<file path="config.mk">
export PLATFORM = sky130hd
export DESIGN_NAME = qring_mgr
export DESIGN_NICKNAME = d
export VERILOG_FILES = /design/src/rtl/qring_pkg.sv /design/src/rtl/qring_addr_gen.sv /design/src/rtl/qring_bank.sv /design/src/rtl/qring_mgr.sv
export SDC_FILE = /design/constraint.sdc
export NUM_CORES = 2
export LEC_CHECK = 0
export BUFFER_PORTS_ARGS = -buffer_cell sky130_fd_sc_hd__buf_2
export CORE_ASPECT_RATIO = 1.2
export CORE_MARGIN = 2
export CORE_UTILIZATION = 45
export DETAILED_ROUTE_END_ITERATION = 6
export MAX_ROUTING_LAYER = met4
export PLACE_DENSITY = 0.64
export RECOVER_POWER = 50
export SETUP_SLACK_MARGIN = 0.05
export SLEW_MARGIN = 30
export SYNTH_ARGS = -nofsm -noshare
export SYNTH_HDL_FRONTEND = slang
export SYNTH_HIERARCHICAL = 1
export SYNTH_SLANG_ARGS = --single-unit
export TNS_END_PERCENT = 5
</file>
<file path="constraint.sdc">
create_clock -name clk -period 6.5 [get_ports clk]
set_clock_uncertainty 0.15 [all_clocks]
set_input_delay 0.65 -clock clk [delete_from_list [all_inputs] [get_ports clk]]
set_output_delay 0.65 -clock clk [all_outputs]
set_load 0.02 [all_outputs]
</file>
<file path="src/rtl/qring_pkg.sv">
package qring_pkg;
  localparam int CFG_W  = 64;
  localparam int EN_BIT = 63;
  typedef logic [CFG_W-1:0] cfg_word_t;
endpackage

</file>
<file path="src/rtl/qring_addr_gen.sv">
// Forms the physical address of a queue slot and the slot offset after it.
module qring_addr_gen #(
  parameter int RW  = 2,
  parameter int CIW = 3,
  parameter int CHW = 2,
  localparam int OFF_W = CIW + CHW,
  localparam int AW    = RW + OFF_W
) (
  input  logic [RW-1:0]    base,
  input  logic [CIW-1:0]   first,
  input  logic [CIW-1:0]   last,
  input  logic [OFF_W-1:0] ptr,
  output logic [AW-1:0]    phys,
  output logic [OFF_W-1:0] nxt
);
  logic at_end;
  assign phys   = {base, ptr};
  assign at_end = (ptr == {last, {CHW{1'b1}}});
  assign nxt    = at_end ? {first, {CHW{1'b0}}} : ptr + OFF_W'(1);
endmodule

</file>
<file path="src/rtl/qring_bank.sv">
// One bank of the shared store: one write and one read per clock, read-first.
module qring_bank #(
  parameter int DW    = 8,
  parameter int ROW_W = 4
) (
  input  logic             clk,
  input  logic             we,
  input  logic [ROW_W-1:0] waddr,
  input  logic [DW-1:0]    wdata,
  input  logic             re,
  input  logic [ROW_W-1:0] raddr,
  output logic [DW-1:0]    rdata
);
  logic [DW-1:0] mem [2**ROW_W];

  always_ff @(posedge clk) begin
    if (we) mem[waddr] <= wdata;
    if (re) rdata <= mem[raddr];
  end
endmodule

</file>
<file path="src/rtl/qring_mgr.sv">
module qring_mgr
  import qring_pkg::*;
#(
  parameter int NQ  = 4,
  parameter int DW  = 8,
  parameter int RW  = 2,
  parameter int CIW = 3,
  parameter int CHW = 2,
  parameter int BKW = 3,
  localparam int QW    = $clog2(NQ),
  localparam int OFF_W = CIW + CHW,
  localparam int AW    = RW + OFF_W,
  localparam int CNT_W = OFF_W + 1,
  localparam int NB    = 2 ** BKW,
  localparam int ROW_W = AW - BKW,
  localparam int BASE_LSB = 2 * CIW,
  localparam int LAST_LSB = CIW
) (
  input  logic          clk,
  input  logic          rst,
  input  logic          cfg_we,
  input  logic [QW-1:0] cfg_qid,
  input  logic [63:0]   cfg_word,
  input  logic          push_vld,
  input  logic [QW-1:0] push_qid,
  input  logic [DW-1:0] push_data,
  input  logic          pop_vld,
  input  logic [QW-1:0] pop_qid,
  output logic          push_ack,
  output logic          push_rej,
  output logic [AW-1:0] push_addr,
  output logic          pop_ack,
  output logic          pop_rej,
  output logic [AW-1:0] pop_addr,
  output logic [DW-1:0] pop_data,
  output logic [NQ-1:0] q_full,
  output logic [NQ-1:0] q_empty
);
  // per-queue state
  logic              q_en    [NQ];
  logic [RW-1:0]     q_base  [NQ];
  logic [CIW-1:0]    q_first [NQ];
  logic [CIW-1:0]    q_last  [NQ];
  logic [OFF_W-1:0]  q_head  [NQ];
  logic [OFF_W-1:0]  q_tail  [NQ];
  logic [CNT_W-1:0]  q_cnt   [NQ];
  logic [NQ-1:0]     q_ok;

  cfg_word_t cfg_in;
  logic      cfg_unused;
  assign cfg_in     = cfg_word;
  assign cfg_unused = ^cfg_in[EN_BIT-1:BASE_LSB+RW];

  // usable / full / empty per queue
  for (genvar i = 0; i < NQ; i++) begin : g_stat
    logic [CNT_W-1:0] cap;
    assign cap        = (CNT_W'(q_last[i]) - CNT_W'(q_first[i]) + CNT_W'(1)) << CHW;
    assign q_ok[i]    = q_en[i] && (q_last[i] >= q_first[i]);
    assign q_full[i]  = q_ok[i] && (q_cnt[i] == cap);
    assign q_empty[i] = (q_cnt[i] == '0);
  end

  // request qualification
  logic push_hit, pop_hit, push_go, pop_go;
  assign push_hit = cfg_we && (cfg_qid == push_qid);
  assign pop_hit  = cfg_we && (cfg_qid == pop_qid);
  assign pop_go   = pop_vld && q_ok[pop_qid] && !q_empty[pop_qid] && !pop_hit;
  assign push_go  = push_vld && q_ok[push_qid] && !push_hit &&
                    (!q_full[push_qid] || (pop_go && pop_qid == push_qid));

  // address generation for the two access paths
  logic [AW-1:0]    push_phys, pop_phys;
  logic [OFF_W-1:0] push_nxt, pop_nxt;

  qring_addr_gen #(.RW(RW), .CIW(CIW), .CHW(CHW)) u_wr_addr (
    .base(q_base[push_qid]), .first(q_first[push_qid]), .last(q_last[push_qid]),
    .ptr(q_tail[push_qid]), .phys(push_phys), .nxt(push_nxt)
  );

  qring_addr_gen #(.RW(RW), .CIW(CIW), .CHW(CHW)) u_rd_addr (
    .base(q_base[pop_qid]), .first(q_first[pop_qid]), .last(q_last[pop_qid]),
    .ptr(q_head[pop_qid]), .phys(pop_phys), .nxt(pop_nxt)
  );

  // banked store, bank chosen by low address bits
  logic [DW-1:0]  bank_rd [NB];
  logic [BKW-1:0] rd_bank_q;

  for (genvar b = 0; b < NB; b++) begin : g_bank
    qring_bank #(.DW(DW), .ROW_W(ROW_W)) u_bank (
      .clk   (clk),
      .we    (push_go && (push_phys[BKW-1:0] == BKW'(b))),
      .waddr (push_phys[AW-1:BKW]),
      .wdata (push_data),
      .re    (pop_go && (pop_phys[BKW-1:0] == BKW'(b))),
      .raddr (pop_phys[AW-1:BKW]),
      .rdata (bank_rd[b])
    );
  end

  assign pop_data = bank_rd[rd_bank_q];

  // queue state update
  always_ff @(posedge clk) begin
    if (rst) begin
      for (int i = 0; i < NQ; i++) begin
        q_en[i]    <= 1'b0;
        q_base[i]  <= '0;
        q_first[i] <= '0;
        q_last[i]  <= '0;
        q_head[i]  <= '0;
        q_tail[i]  <= '0;
        q_cnt[i]   <= '0;
      end
    end else begin
      for (int i = 0; i < NQ; i++) begin
        if (cfg_we && cfg_qid == QW'(i)) begin
          q_en[i]    <= cfg_in[EN_BIT];
          q_base[i]  <= cfg_in[BASE_LSB +: RW];
          q_last[i]  <= cfg_in[LAST_LSB +: CIW];
          q_first[i] <= cfg_in[0 +: CIW];
          q_head[i]  <= {cfg_in[0 +: CIW], {CHW{1'b0}}};
          q_tail[i]  <= {cfg_in[0 +: CIW], {CHW{1'b0}}};
          q_cnt[i]   <= '0;
        end else begin
          if (push_go && push_qid == QW'(i)) q_tail[i] <= push_nxt;
          if (pop_go && pop_qid == QW'(i))   q_head[i] <= pop_nxt;
          if ((push_go && push_qid == QW'(i)) && !(pop_go && pop_qid == QW'(i)))
            q_cnt[i] <= q_cnt[i] + CNT_W'(1);
          else if (!(push_go && push_qid == QW'(i)) && (pop_go && pop_qid == QW'(i)))
            q_cnt[i] <= q_cnt[i] - CNT_W'(1);
        end
      end
    end
  end

  // registered responses
  always_ff @(posedge clk) begin
    if (rst) begin
      push_ack  <= 1'b0;
      push_rej  <= 1'b0;
      pop_ack   <= 1'b0;
      pop_rej   <= 1'b0;
      push_addr <= '0;
      pop_addr  <= '0;
      rd_bank_q <= '0;
    end else begin
      push_ack  <= push_go;
      push_rej  <= push_vld && !push_go;
      pop_ack   <= pop_go;
      pop_rej   <= pop_vld && !pop_go;
      push_addr <= push_phys;
      pop_addr  <= pop_phys;
      if (pop_go) rd_bank_q <= pop_phys[BKW-1:0];
    end
  end
endmodule

</file>
Yosys cells after proc, flatten, opt, wreduce, memory -nomap -nowiden:

Memories as Yosys holds them, arrays and structs flattened. A register that Yosys moved wholly into a read port is not among the register bits.
Index checks and enable logic that the tools add are counted.
Widths: inputs -> output; s select.

* add/sub/neg operators: 18
* multiplexer cells: 155
* reductions and logical operators: 79
* bitwise operators: 45
* magnitude comparators: 7
* equality and inequality tests: 32

Operators by type and width (number)
* $mux 1: 106
* $mux 5: 18
* $mux 6: 12
* $logic_and 1x1->1: 55
* $or 1x1->1: 44
* $add 6x1->6 const B: 4
* $bmux 8 s3: 1
* $eq 3x3->1 const B: 8
* $eq 6x6->1: 4
* $logic_not 6->1: 4
* $mux 3: 8
* $sub 6x1->6 const B: 4
* $add 4x2->4 const B: 4
* $mux 8: 2
* $sub 3x3->4: 4
* $logic_not 1->1: 14
* $eq 2x2->1 const B: 6
* $eq 3x2->1 const B: 4
* $ge 3x3->1: 4
* $add 5x1->5 const B: 2
* $eq 5x5->1: 2
* $bmux 1 s2: 4
* $mux 2: 4
* $eq 2x1->1 const B: 3
* 8 further kinds: 15

* output and inout port bits: 34
* register bits: 21
* bits in writable memories: 1124
* input bits: 83
* logic and storage cells: 358
* memories: 15

Memories
* g_bank[0].u_bank.mem: words 16, bits a word 8, rd ports 1, clocked after memory_dff 1, write ports 1, RTL line qring_bank.sv:14 `logic [DW-1:0] mem [2**ROW_W];`
* g_bank[1].u_bank.mem: words 16, bits a word 8, rd ports 1, clocked after memory_dff 1, write ports 1, RTL line qring_bank.sv:14
* g_bank[2].u_bank.mem: words 16, bits a word 8, rd ports 1, clocked after memory_dff 1, write ports 1, RTL line qring_bank.sv:14
* g_bank[3].u_bank.mem: words 16, bits a word 8, rd ports 1, clocked after memory_dff 1, write ports 1, RTL line qring_bank.sv:14
* g_bank[4].u_bank.mem: words 16, bits a word 8, rd ports 1, clocked after memory_dff 1, write ports 1, RTL line qring_bank.sv:14
* g_bank[5].u_bank.mem: words 16, bits a word 8, rd ports 1, clocked after memory_dff 1, write ports 1, RTL line qring_bank.sv:14
* +9 memories

Logic depth before layout (Yosys ltp):

An unclocked memory read counts as a cell.

* depth in word-level cells: 20
* gate-level depth with buffers: 17
* depth with buffers taken out: 16

Hierarchy:

Netlist, hierarchy kept.

By module, submodules not included
* qring_bank: instances 8, cells an instance 229, sequential area each 4083.9 µm², area each 5227.5 µm²
* qring_mgr: instances 1, cells an instance 704, sequential area each 3423.3 µm², area each 7895.1 µm²
* qring_addr_gen: instances 2, cells an instance 43, sequential area each 0.0 µm², area each 309.0 µm²

Worst setup path before layout:

No wires, ideal clock.

* path kind: flip-flop to flip-flop
* from: memory q_first[3][1]
* to: memory g_bank[2].u_bank.mem[0][0], enable pin
* arrival time: 4.347 ns
* stages on the path, launching flop included: 17
* required time: 5.967 ns
* buffers on the path: 0
* setup slack: 1.619 ns
* library setup time: 0.383 ns
* path through: edfxtp_1 -> inv_1 -> ha_1 -> inv_1 -> ha_1 -> inv_1 -> fa_1 -> xor2_1 -> and4_1 -> and4_1 -> mux2_2 -> nand2_1 -> o21ai_0 -> a21oi_1 -> nor4bb_1 -> or3b_2 -> nor3_1

RTL lines
* start: declaration: RTL line qring_mgr.sv:42 `logic [CIW-1:0] q_first [NQ];`
* end: declaration: RTL line qring_bank.sv:14

Final worst setup path:

* from: input port push_data[5]
* to: memory g_bank[6].u_bank.mem[3][5] (data pin)

RTL lines
* start: declaration: RTL line qring_mgr.sv:26 `input logic [DW-1:0] push_data,`
* end: declaration: RTL line qring_bank.sv:14

Straight into the memory's write port.

==> out/metrics.yaml <==
violations: "max-capacitance violations, max-slew violations"
power.share.sequential_pct: 51.8
max_cap_viol_count: 22
htreeDepth: 3
nNetsFinal: 2844
crit_path_frequent_cell: "clkbuf_1"
sw_frac_of_total_pct: 22.77
hold_depth: 2
drive_gt1_share_pct: 16.83
fin_area_sq_um: 55680
grt-ovfl-total: 0
wl_per_cell_um: 25.85
finalCritPeriodShare_pct: 88.98
netlist_area_sq_um: 50330
track_usage_pct: 20.14
postCtsHoldBufs: 0
min_to: "push_rej"
critPathMaxFanout: 104
reg2reg_from: "q_first[3][1]"
ant_nets: 0
ios: 117
cp.arrival_ns: 5.35
initialDrtViolationCount: 2560
row_count: 134
endpoint_kind: "flip-flop"
die_area_sq_um: 114600
num_vias: 25420
layout_setup_ws_ns: 0.7165
grt_max_degree: 105
cts_sinks: 1209
postCtsSetupRepairBufs: 0
fin_setup_tns_ns: 0
crit_chain: "clkbuf_1, clkbuf_1"
crit_type: "in -> reg"
clk_latency_ns: 0.70
start_util_pct: 45.28
ys_warn_count: 6
netSwitchingPower_mw: 3.846
path_depth: 2
cts_tree: "built"
syn_nets: 2743
synthFlopType: "edfxtp_1"
peakVddDrop_mv: 0.2049
cpMaxStageDelayCell: "clkbuf_1"
timing.hold.ws_ns: 0.08035
chipWidth_um: 309.3
leakagePower_nw: 17.88
drt-pass1-iter-count: 5
relSlewSlack_pct: -253.2
root_buffer: "clkbuf_16"
grt_pass1_vias: 25840
min-delay-start: "push_vld"
port_buffers: 61
hold_path.class: "in -> reg"
status: "finished with violations"
grt_antenna_before_repair: 2
power.density_nw_per_um2: 303.3
numCtsBuffers: 111
final_common_cell: "edfxtp_1"
ys_seq_elements: 1209
final_cell_mix: "1188 x edfxtp_1, 185 x mux4_2, 158 x nor2_1, 130 x a22oi_1, 119 x nand2_1"
pre_cts_ws_ns: 1.084
final_core_util_pct: 50.09
r2r_setup_slack_ns: 1.06
reg2reg_to: "g_bank[2].u_bank/mem[2][1]"
maxSlewViolCount: 1199
finalCriticalPeriod_ns: 5.783
syn2layout_area_growth_pct: 10.63
synth.distinct_cells: 77
routed_via_density: 5.894
worstMarginPinSlew_ns: 5.298
synth-async-reset-ratio_pct: 0
startpoint_type: "primary input"
postSynthCellCount: 2622
finalSetupViolCount: 0
clk_pin_slew_worst_paths_ns: 0.06
rsz0062_at_grt: "no"
critPathMaxStageDelay_ns: 3.76
avgSynthCellArea_sq_um: 19.20
core_area_sq_um: 111200
synth-edff-count: 1188
crit_buf_inv: 2
required_ns: 6.07
fmax_mhz: 172.9
rr_worst_depth: 17
grt_first_pass_wirelength_mm: 165.0
placed_cell_area_sq_um: 52170
place_hpwl_mm: 69.35
p_clk_share_pct: 38.9
clock_path_buffers: 3
combPwrFrac_pct: 9.3
post_cts_resize_count: 0
drc_errors: 0
p_int_mw: 13.04
cp_top_family: "buffers and inverters"
hold_viol: 0
yosysSeqAreaShare_pct: 71.71
die_h_um: 370.4
drt_wl_total_mm: 111.5
place_congestion: 0.9056
layout make-up:
| type | count | area (sq um) |
|---|---|---|
| clock buffer | 132 | 2899 |
| fill | 8802 | 55480 |
| timing repair buffer | 123 | 752.0 |
| tap | 1496 | 1872 |
| clock inverter | 74 | 772.0 |
| antenna | 1 | 2.502 |
| inverter | 63 | 236.5 |
| multi-input combinational | 1215 | 13060 |
| sequential | 1209 | 36090 |
how the worst max path moves through the flow:
stage / endpoint / startpoint
2_1_floorplan: g_bank[2].u_bank/mem[0][0] / q_first[3][1]
3_3_place_gp: g_bank[2].u_bank/mem[3][4] / pop_qid[0]
3_5_place_dp: g_bank[2].u_bank/mem[2][4] / pop_qid[0]
4_1_cts: g_bank[2].u_bank/mem[2][1] / q_first[3][1]
5_1_grt: g_bank[6].u_bank/mem[2][5] / push_data[5]
6_report: g_bank[6].u_bank/mem[3][5] / push_data[5]
cells in the mapped netlist (24+ instances only):
| cell | n | area, sq um |
|---|---|---|
| nand2b_1 | 24 | 150.1 |
| a22oi_1 | 130 | 975.9 |
| inv_1 | 63 | 236.5 |
| buf_6 | 24 | 270.3 |
| mux4_1 | 112 | 2943 |
| buf_4 | 24 | 180.2 |
| nand3_1 | 28 | 140.1 |
| nand2_1 | 119 | 446.7 |
| clkdlybuf4s25_2 | 24 | 240.2 |
| and2_1 | 56 | 350.3 |
| nor2_1 | 158 | 593.1 |
| nor2b_1 | 28 | 175.2 |
| xnor2_1 | 25 | 219.0 |
| mux4_2 | 186 | 4189 |
| nor3_1 | 50 | 250.2 |
| ha_1 | 34 | 425.4 |
| buf_2 | 31 | 155.2 |
| clkbuf_1 | 24 | 90.09 |
| edfxtp_1 | 1188 | 35670 |
state kept, by name, summed over array words and instances (netlist names), 8 cells and up:
name and count:
q_cnt 24, q_head 20, q_base 8, g_bank.u_bank/mem 1024, q_last 12, g_bank.u_bank/rdata 64
q_first 12, q_tail 20
per-layer routing:
| layer | global-route usage [%] | wire length [um] | vias up |
|---|---|---|---|
| li1 | - | - | 10980 |
| met2 | 33.19 | 56360 | 940 |
| met1 | 25.81 | 45080 | 13300 |
| met3 | 2.660 | 6444 | 209 |
| met4 | 7.114 | 3612 | 0 |
| met5 | - | 0 | - |
stage by stage:
stage	cells	total power [mW]
after floorplan	2622	9.943
after global placement	4105	10.44
after detailed placement	4105	10.48
after CTS	4311	17.02
after global routing	4312	17.43
final	4313	16.89
cell families after synthesis:
group / synth area share, %
AO/OA/AOI/OAI: 3.798
AND/OR/NAND/NOR: 5.705
flip-flops: 71.71
adder cells (fa/ha/maj): 1.004
XOR/XNOR: 0.8178
buffers and inverters: 2.394
multiplexers: 14.57
power by group through the flow:
stage / Combinational (mW) / Clock, mW / Sequential (mW)
2_1_floorplan: 1.08 / 0 / 8.86
3_3_place_gp: 1.55 / 0 / 8.89
3_5_place_dp: 1.58 / 0 / 8.89
4_1_cts: 1.59 / 6.70 / 8.73
5_1_grt: 1.68 / 7.00 / 8.75
6_report: 1.58 / 6.57 / 8.75
No activity file was read; power rests on OpenSTA's default activity.
